<file path="src/rtl/plfsr_pkg.sv">
package plfsr_pkg;

    // Two-cycle cadence of the chain: fill the lanes, then recycle the last stage.
    typedef enum logic {
        PH_SPREAD  = 1'b0,
        PH_RECYCLE = 1'b1
    } phase_e;

    localparam int unsigned MAX_WIDTH  = 16;
    localparam int unsigned MAX_STAGES = 4;

endpackage

</file>
<file path="src/rtl/plfsr_jump.sv">
// Combinational jump-ahead: applies the Galois step POWER times.
module plfsr_jump #(
    parameter int unsigned WIDTH = 8,
    parameter int unsigned POWER = 1
) (
    input  logic [WIDTH-1:0] state_i,
    input  logic [WIDTH-2:0] taps_i,
    output logic [WIDTH-1:0] state_o
);

    function automatic logic [WIDTH-1:0] galois_step(
        input logic [WIDTH-1:0] s,
        input logic [WIDTH-2:0] t
    );
        logic [WIDTH-1:0] n;
        n[0] = s[WIDTH-1];
        for (int b = 1; b < WIDTH; b++) begin
            n[b] = s[b-1] ^ (t[b-1] & s[WIDTH-1]);
        end
        return n;
    endfunction

    logic [WIDTH-1:0] acc;

    always_comb begin
        acc = state_i;
        for (int p = 0; p < POWER; p++) begin
            acc = galois_step(acc, taps_i);
        end
    end

    assign state_o = acc;

endmodule

</file>
<file path="src/rtl/plfsr_ctrl.sv">
// Cadence control: spread / recycle alternation and batch flags.
module plfsr_ctrl (
    input  logic clk_i,
    input  logic rst_ni,
    input  logic load_i,
    input  logic en_i,
    output logic spread_o,
    output logic recycle_o,
    output logic valid_o,
    output logic fresh_o
);
    import plfsr_pkg::*;

    typedef struct packed {
        phase_e phase;
        logic   valid;
        logic   fresh;
    } ctrl_t;

    ctrl_t ctrl_d, ctrl_q;

    assign spread_o  = en_i && !load_i && (ctrl_q.phase == PH_SPREAD);
    assign recycle_o = en_i && !load_i && (ctrl_q.phase == PH_RECYCLE);

    always_comb begin
        ctrl_d       = ctrl_q;
        ctrl_d.fresh = 1'b0;
        if (load_i) begin
            ctrl_d.phase = PH_SPREAD;
            ctrl_d.valid = 1'b0;
        end else if (spread_o) begin
            ctrl_d.phase = PH_RECYCLE;
            ctrl_d.valid = 1'b1;
            ctrl_d.fresh = 1'b1;
        end else if (recycle_o) begin
            ctrl_d.phase = PH_SPREAD;
        end
    end

    always_ff @(posedge clk_i or negedge rst_ni) begin
        if (!rst_ni) begin
            ctrl_q <= '{phase: PH_SPREAD, valid: 1'b0, fresh: 1'b0};
        end else begin
            ctrl_q <= ctrl_d;
        end
    end

    assign valid_o = ctrl_q.valid;
    assign fresh_o = ctrl_q.fresh;

    // a load leaves the outputs marked invalid
    a_r3_load_clears: assert property (@(posedge clk_i) disable iff (!rst_ni)
        load_i |=> (!valid_o && !fresh_o));

    // a fresh batch is always a valid one
    a_r4_fresh_valid: assert property (@(posedge clk_i) disable iff (!rst_ni)
        fresh_o |-> valid_o);

    // a fresh pulse lasts one cycle
    a_r5_fresh_single: assert property (@(posedge clk_i) disable iff (!rst_ni)
        fresh_o |=> !fresh_o);

    // no new batch without the enable
    a_r7_idle_quiet: assert property (@(posedge clk_i) disable iff (!rst_ni)
        !en_i |=> !fresh_o);

endmodule

</file>
<file path="src/rtl/plfsr_galois.sv">
// Parallel multi-output Galois LFSR: base register, chain of jump-ahead stages.
module plfsr_galois #(
    parameter int unsigned WIDTH  = 8,
    parameter int unsigned STAGES = 4
) (
    input  logic                          clk_i,
    input  logic                          rst_ni,
    input  logic                          poly_wr_i,
    input  logic [WIDTH-2:0]              poly_i,
    input  logic                          load_i,
    input  logic [WIDTH-1:0]              seed_i,
    input  logic                          en_i,
    output logic [(STAGES-1)*WIDTH-1:0]   lanes_o,
    output logic                          valid_o,
    output logic                          fresh_o
);
    import plfsr_pkg::*;

    localparam int unsigned CHAIN_W = STAGES * WIDTH;
    localparam int unsigned LANES_W = (STAGES - 1) * WIDTH;
    localparam int unsigned LAST_LO = (STAGES - 1) * WIDTH;

    initial begin
        if (STAGES < 2 || STAGES > MAX_STAGES || WIDTH < 3 || WIDTH > MAX_WIDTH)
            $error("plfsr_galois: parameters out of range");
    end

    typedef struct packed {
        logic [WIDTH-2:0]   taps;
        logic [WIDTH-1:0]   base;
        logic [CHAIN_W-1:0] chain;
    } dp_t;

    dp_t dp_d, dp_q;

    logic               spread_w;
    logic               recycle_w;
    logic [CHAIN_W-1:0] jump_w;
    logic [WIDTH-1:0]   last_w;

    plfsr_ctrl u_ctrl (
        .clk_i     (clk_i),
        .rst_ni    (rst_ni),
        .load_i    (load_i),
        .en_i      (en_i),
        .spread_o  (spread_w),
        .recycle_o (recycle_w),
        .valid_o   (valid_o),
        .fresh_o   (fresh_o)
    );

    // Stage i holds the base advanced i-1 steps; stage 1 is a plain copy.
    for (genvar i = 1; i <= STAGES; i++) begin : g_stage
        if (i == 1) begin : g_copy
            assign jump_w[0 +: WIDTH] = dp_q.base;
        end else begin : g_jump
            plfsr_jump #(
                .WIDTH (WIDTH),
                .POWER (i - 1)
            ) u_jump (
                .state_i (dp_q.base),
                .taps_i  (dp_q.taps),
                .state_o (jump_w[(i-1)*WIDTH +: WIDTH])
            );
        end
    end

    assign last_w = dp_q.chain[LAST_LO +: WIDTH];

    always_comb begin
        dp_d = dp_q;
        if (poly_wr_i) begin
            dp_d.taps = poly_i;
        end
        if (load_i) begin
            dp_d.base = seed_i;
        end else if (recycle_w) begin
            dp_d.base = last_w;
        end
        if (spread_w) begin
            dp_d.chain = jump_w;
        end
    end

    always_ff @(posedge clk_i or negedge rst_ni) begin
        if (!rst_ni) begin
            dp_q <= '0;
        end else begin
            dp_q <= dp_d;
        end
    end

    assign lanes_o = dp_q.chain[LANES_W-1:0];

    // right after a spread the first lane equals the unchanged base
    a_r2_lane0_base: assert property (@(posedge clk_i) disable iff (!rst_ni)
        fresh_o |-> (lanes_o[0 +: WIDTH] == dp_q.base));

    // a recycle cycle hands the last stage to the base
    a_r6_recycle_base: assert property (@(posedge clk_i) disable iff (!rst_ni)
        recycle_w |=> (dp_q.base == $past(last_w)));

    // idle cycles leave lanes and base untouched
    a_r7_idle_hold: assert property (@(posedge clk_i) disable iff (!rst_ni)
        (!en_i && !load_i) |=> ($stable(dp_q.chain) && $stable(dp_q.base)));

    // taps change only on a write strobe
    a_r8_taps_hold: assert property (@(posedge clk_i) disable iff (!rst_ni)
        !poly_wr_i |=> $stable(dp_q.taps));

endmodule

</file>
<file path="config.mk">
export PLATFORM = sky130hd
export DESIGN_NAME = plfsr_galois
export DESIGN_NICKNAME = d
export VERILOG_FILES = /design/src/rtl/plfsr_pkg.sv /design/src/rtl/plfsr_jump.sv /design/src/rtl/plfsr_ctrl.sv /design/src/rtl/plfsr_galois.sv
export SDC_FILE = /design/constraint.sdc
export NUM_CORES = 1
export LEC_CHECK = 0
export BUFFER_PORTS_ARGS = -buffer_cell sky130_fd_sc_hd__buf_2
export CORE_UTILIZATION = 50
export DETAILED_ROUTE_END_ITERATION = 6
export PLACE_DENSITY_LB_ADDON = 0.05
export SKIP_LAST_GASP = 1
export SLEW_MARGIN = 20
export SYNTH_ARGS = -nofsm -noshare
export SYNTH_HDL_FRONTEND = slang
export SYNTH_SLANG_ARGS = --single-unit
</file>
<file path="constraint.sdc">
create_clock -name clk_i -period 3.62 [get_ports clk_i]
set_input_delay 0.362 -clock clk_i [delete_from_list [all_inputs] [get_ports clk_i]]
set_output_delay 0.362 -clock clk_i [all_outputs]
set_load 0.05 [all_outputs]
</file>
==> impl_metrics.toml, run 1 <==
[final_layout]
final_cell_mix = "nand2_1, dfrtp_1, buf_2"
drive_above_1_share_pct = 23.7
area.growth.synth_to_final_pct = 4.09
layout.nets = 319
regArea_mm2 = 0.00118
final_common_cell = "nand2_1"
multiInputGateArea_mm2 = 0.00118
fillers = 533
stdcell_area_mm2 = 0.00280
antenna_cells = 0

[timing]
setup_tns_ns = 0
slew_violations = 0
post-route-period-util_pct = 63.1
hold_slack_ns = 0.0497
worstMarginPinSlew_ns = 0.985
max_slew_margin_pct = 33.9
fmax_ghz = 0.438
hold_viol_final = 0
rsz0062_at_grt = "no"
finClkSkew_ns = 0.00683
fin_ws_ns = 1.34
setup_viol = 0
period_needed_ns = 2.28

[detailed_routing]
detail-route-antenna-nets = 0
avgViaCountPerCell = 5.46
drt_iter0_markers = 84
remaining_drc_errors = 0
firstDrtPassIters = 4
wl_per_cell_um = 14.9
vias = 2013
wl_um = 5510

[floorplan]
initial_core_util_pct = 52.3
die_h_um = 75.4
fp-row-count = 26
io_pins = 46
die_w_um = 75.4
design.core.area_mm2 = 0.00514
dieArea_mm2 = 0.00568

[worst_setup_path]
ff2ff_path_depth = 5
crit_type = "reg2reg"
cp.required_ns = 3.86
critPathArrivalTime_ns = 2.52
start_kind = "register"
rr_startpoint = "dp_q[38]"
rr_endpoint = "dp_q[29]"
crit_fanout = 21
end_kind = "register"
rrSetupSlack_ns = 1.34

[synthesis]
synth-seq-cells = 47
synthCells = 291
synth_async_sr_flop_share_pct = 100
yosys.area_share.simple_pct = 21.3
synth-xor-area-share_pct = 3.26
synth_flop_cell = "dfrtp_1"
synth_nets = 311
synthMuxAreaShare_pct = 5.49
synth_top_family_by_area = "simple AND/OR/NAND/NOR gates"
synth_edf_count = 0
synth_area_per_cell_um2 = 9.24
synthDistinctLibCells = 46
synth-seq-area-share_pct = 43.7
netlist_area_mm2 = 0.00269
synth_compound_area_share_pct = 14.0
synth_fa_ha_area_share_pct = 0
yosys_warnings = 0

[placed_design]
placed_area_mm2 = 0.00270
place_ws_ns = 1.37
hpwlAfterDp_um = 3830
gp_congestion = 0.795
io_buffers = 45

[global_routing]
grt_pass1_vias = 1864
grt.overflow.total = 0
gr-usage-all-layers_pct = 22.0
grt_antenna_before_repair = 0
grt_pass1_wl_um = 9230
grt_max_degree = 48

[clocking]
clk_latency_ns = 0.30
clk_path_buf_depth = 2
clock_sinks = 47
root_buffer = "clkbuf_8"
htreeDepth = 2
clkSlewWorstSetupHoldPaths_ns = 0.09
cts_hold_repair.buffers = 0
cts_resized = 0
numCtsBuffers = 5
cts_setup_buffers = 0
cts_tree = "built"

[power]
power.switching_uw = 711
power.share.clock_pct = 21.7
p_per_area_mw_per_mm2 = 619
combinationalPowerShare_pct = 35.6
p_seq_share_pct = 42.7
vdd.ir_drop.worst_mv = 0.277
total_power_mw = 1.73
sw_frac_of_total_pct = 41.0
leakage_nw = 1.36
p_int_mw = 1.02

[run]
drv_cap = 0

[worst_hold_path]
worstHoldPathType = "in2async"

[outcome]
run_status = "finished clean"
through the flow:
stage / cells / utilization, %
2_1_floorplan: 291 / -
3_3_place_gp: 362 / 52.4
3_5_place_dp: 362 / 52.4
4_1_cts: 369 / 54.4
5_1_grt: 369 / 54.5
6_report: 369 / 54.5
power groups by stage:
stage | Combinational, mW | Sequential (mW) | Clock (mW)
6_report | 0.617 | 0.740 | 0.375
3_5_place_dp | 0.619 | 0.752 | 0
5_1_grt | 0.675 | 0.760 | 0.399
4_1_cts | 0.621 | 0.740 | 0.388
3_3_place_gp | 0.616 | 0.749 | 0
2_1_floorplan | 0.622 | 0.709 | 0
worst max-delay path by stage:
stage	from	end	slack, ns	depth (start not counted)
finish	dp_q[38]	dp_q[29]	1.34	5
global route	dp_q[38]	dp_q[29]	1.08	5
CTS	dp_q[38]	dp_q[30]	1.36	5
detailed placement	dp_q[38]	dp_q[28]	1.37	5
global placement	dp_q[46]	dp_q[28]	1.43	5
floorplan	load_i	dp_q[26]	1.94	5
worst max-delay path: stages (launching register included):
cell,delay (ns)
dfrtp_1,0.74
nand4bb_1,0.23
o221ai_2,0.13
xnor2_1,0.80
nand4_1,0.19
nand3_1,0.13
cell families (layout without fill, tap and decap cells):
kind of cell,after synthesis,in the layout
DFF,47,47
muxes,14,14
and+or+nand+nor,115,115
xor gates and xnor gates,10,10
AOI/OAI and AO/OA,56,56
buffers and inverters,49,57
Yosys cell counts, drive strengths merged, types with 2 or more instances:
cell type	count	area, µm²
o21ai	25	129
xnor2	4	35.0
o21a	3	22.5
xor2	6	52.6
a32oi	5	43.8
nand3	12	60.1
dfrtp	47	1180
mux2i	8	80.1
nand2b	2	12.5
clkbuf	8	30.0
a21o	2	15.0
a211o	5	43.8
buf	37	285
or3b	4	35.0
mux2	6	67.6
nand2	68	260
nor2	9	33.8
nand4bb	2	22.5
inv	4	15.0
nand4	6	37.5
nand3b	2	18.8
o31ai	3	22.5
a21oi	5	25.0
or4	3	33.8
sequential cells by signal, summed over array words and instances (netlist names):
name,flops
u_ctrl.fresh_o,1
u_ctrl.ctrl_q,1
lanes_o,21
u_ctrl.valid_o,1
dp_q,23
routing by layer:
metal,vias to the layer above,wire (µm),GRT usage [%]
li1,996,-,-
met1,958,2690,31.2
met2,51,2530,34.4
met3,8,198,3.31
met4,0,91,7.61
met5,-,0,0
cell type report:
type	instances	share of cell area (%)
multi-input combinational	195	42.3
clock inverter	1	1.07
tap	70	3.13
sequential	47	42.0
timing repair buffer	46	8.40
clock buffer	6	2.59
inverter	4	0.536
Power figures use the tool's default switching activity.
==> inputs of run 2 (changes only) <==
==> constraint.sdc (replaced) <==
create_clock -name clk_i -period 2.1 [get_ports clk_i]
set_input_delay 0.21 -clock clk_i [delete_from_list [all_inputs] [get_ports clk_i]]
set_output_delay 0.21 -clock clk_i [all_outputs]
set_load 0.05 [all_outputs]
==> run 2 against run 1 <==
  * Critical path type unchanged
  * Combinational power rose by 82%
  * Sequential share of layout area is 1.1 points lower
  * Maximum frequency increased by 18%
  * Flip-flop and latch count unchanged
  * Cell count rose by 3.8%
  * Core utilization grew 1.5 points
  * Clock power rose by 39%
==> impl_metrics.toml, run 2 (synthesis results as in run 1) <==
[outcome]
run_status = "finished clean"

[final_layout]
stdcell_area_mm2 = 0.00288
fillers = 525
final_util_pct = 56.0
antenna_cells = 0
final_cell_mix = "nand2_1, dfrtp_1, buf_2"
regMostFlops = "dp_q"
area.growth.synth_to_final_pct = 6.98
largest_register_ffs = 23
drive_above_1_share_pct = 26.8
final_common_cell = "nand2_1"
layout.nets = 332
final_cells = 383

[worst_setup_path]
critPathBufInv = 0
cp_slowest_stage_delay_ns = 0.67
rr_startpoint = "dp_q[39]"
cpMaxStageDelayCell = "dfrtp_1"
ff2ff_path_depth = 5
crit_type = "reg2reg"
rr_endpoint = "dp_q[27]"
critPathArrivalTime_ns = 2.12
end_kind = "register"
crit_family = "compound AO/OA/AOI/OAI gates"
start_kind = "register"
rrSetupSlack_ns = 0.16
crit_fanout = 18
cp.required_ns = 2.28
path_cells = "o21ai_0 -> a32o_1 -> or3_4 -> a32oi_1 -> nand3_1"

[clocking]
clock_sinks = 47
clk_latency_ns = 0.30
clk_path_buf_depth = 2
numCtsBuffers = 5
clkSlewWorstSetupHoldPaths_ns = 0.08
cts_tree = "built"
htreeDepth = 2
root_buffer = "clkbuf_8"

[global_routing]
gr-usage-all-layers_pct = 22.6
grt_pass1_wl_um = 9410
grt.overflow.total = 0
grt_antenna_before_repair = 0
grt_pass1_vias = 1891
grt_max_degree = 47

[timing]
hold_slack_ns = 0.113
worstMarginPinSlew_ns = 0.767
post-route-period-util_pct = 92.5
finClkSkew_ns = 0.00671
rsz0062_at_grt = "no"
fin_ws_ns = 0.158
setup_viol = 0
hold_viol_final = 0
period_needed_ns = 1.94
setup_tns_ns = 0
max_slew_margin_pct = 48.9
fmax_ghz = 0.515
slew_violations = 0

[detailed_routing]
firstDrtPassIters = 4
wl_per_cell_um = 15.0
avgViaCountPerCell = 5.38
remaining_drc_errors = 0
detail-route-antenna-nets = 0
drt_iter0_markers = 91
wl_um = 5740
vias = 2059

[floorplan]
die_h_um = 75.4
die_w_um = 75.4
fp-row-count = 26
design.core.area_mm2 = 0.00514
initial_core_util_pct = 52.3
dieArea_mm2 = 0.00568
io_pins = 46

[power]
total_power_mw = 2.91
leakage_nw = 1.41
p_per_area_mw_per_mm2 = 1010
vdd.ir_drop.worst_mv = 0.419

[placed_design]
io_buffers = 45
place_ws_ns = 0.161
hpwlAfterDp_um = 4160
dp_cells = 374
placed_area_mm2 = 0.00279
gp_congestion = 0.877

[worst_hold_path]
min_to = "dp_q[34]"
hold_path_depth = 3
hold_start = "seed_i[2]"
worstHoldPathType = "in2reg"

[run]
drv_cap = 0
-- run 2: cell types whose count changed in the layout (fill, tap and decap cells not counted), sizes merged --
cell	delta
clkinv	+1
bufinv	-1
dlygate4sd3	+1
buf	+12
clkbuf	+1
-- run 2: routing by layer --
metal / wire, µm / share of wire [%] / vias up / global-route usage, %
met5: 0 / 0 / - / 0
met3: 196 / 3.4 / 8 / 3.70
met4: 97 / 1.7 / 0 / 7.82
li1: - / - / 1019 / -
met1: 2770 / 48 / 987 / 31.2
met2: 2670 / 47 / 45 / 36.2
-- run 2: area by class of cell --
| cell class | instances | area [µm²] | area share [%] |
|---|---|---|---|
| multi-input combinational | 195 | 1180 | 41.1 |
| sequential | 47 | 1180 | 40.9 |
| inverter | 4 | 15.0 | 0.522 |
| clock buffer | 7 | 76.3 | 2.65 |
| clock inverter | 1 | 5.00 | 0.174 |
| tap | 70 | 87.6 | 3.04 |
| timing repair buffer | 59 | 333 | 11.6 |
-- run 2: tightest hold or removal path: stages --
cell and delay [ns]:
buf_2 0.07, nand2_1 0.04, o21ai_0 0.05
-- run 2: how the worst max path moves through the flow --
| stage | end | cells after the start | slack [ns] | from |
|---|---|---|---|---|
| after floorplan | dp_q[31] | 7 | 0.42 | dp_q[46] |
| after global placement | dp_q[27] | 5 | 0.18 | dp_q[39] |
| after detailed placement | dp_q[27] | 5 | 0.16 | dp_q[39] |
| after CTS | dp_q[31] | 5 | 0.14 | dp_q[46] |
| after global routing | dp_q[31] | 6 | 0.03 | dp_q[39] |
| final | dp_q[27] | 5 | 0.16 | dp_q[39] |
-- run 2: power by group --
group	internal [mW]	total, mW	switching [mW]
combinational	0.349	1.12	0.776
sequential	1.10	1.26	0.164
clock	0.234	0.520	0.286
-- run 2: what timing repair did --
action	4_1_cts	5_1_grt
buffers inserted	0	0
resized for setup	0	1
hold buffers	1	0
endpoints found under the hold margin	12	0
setup endpoints to repair	0	1
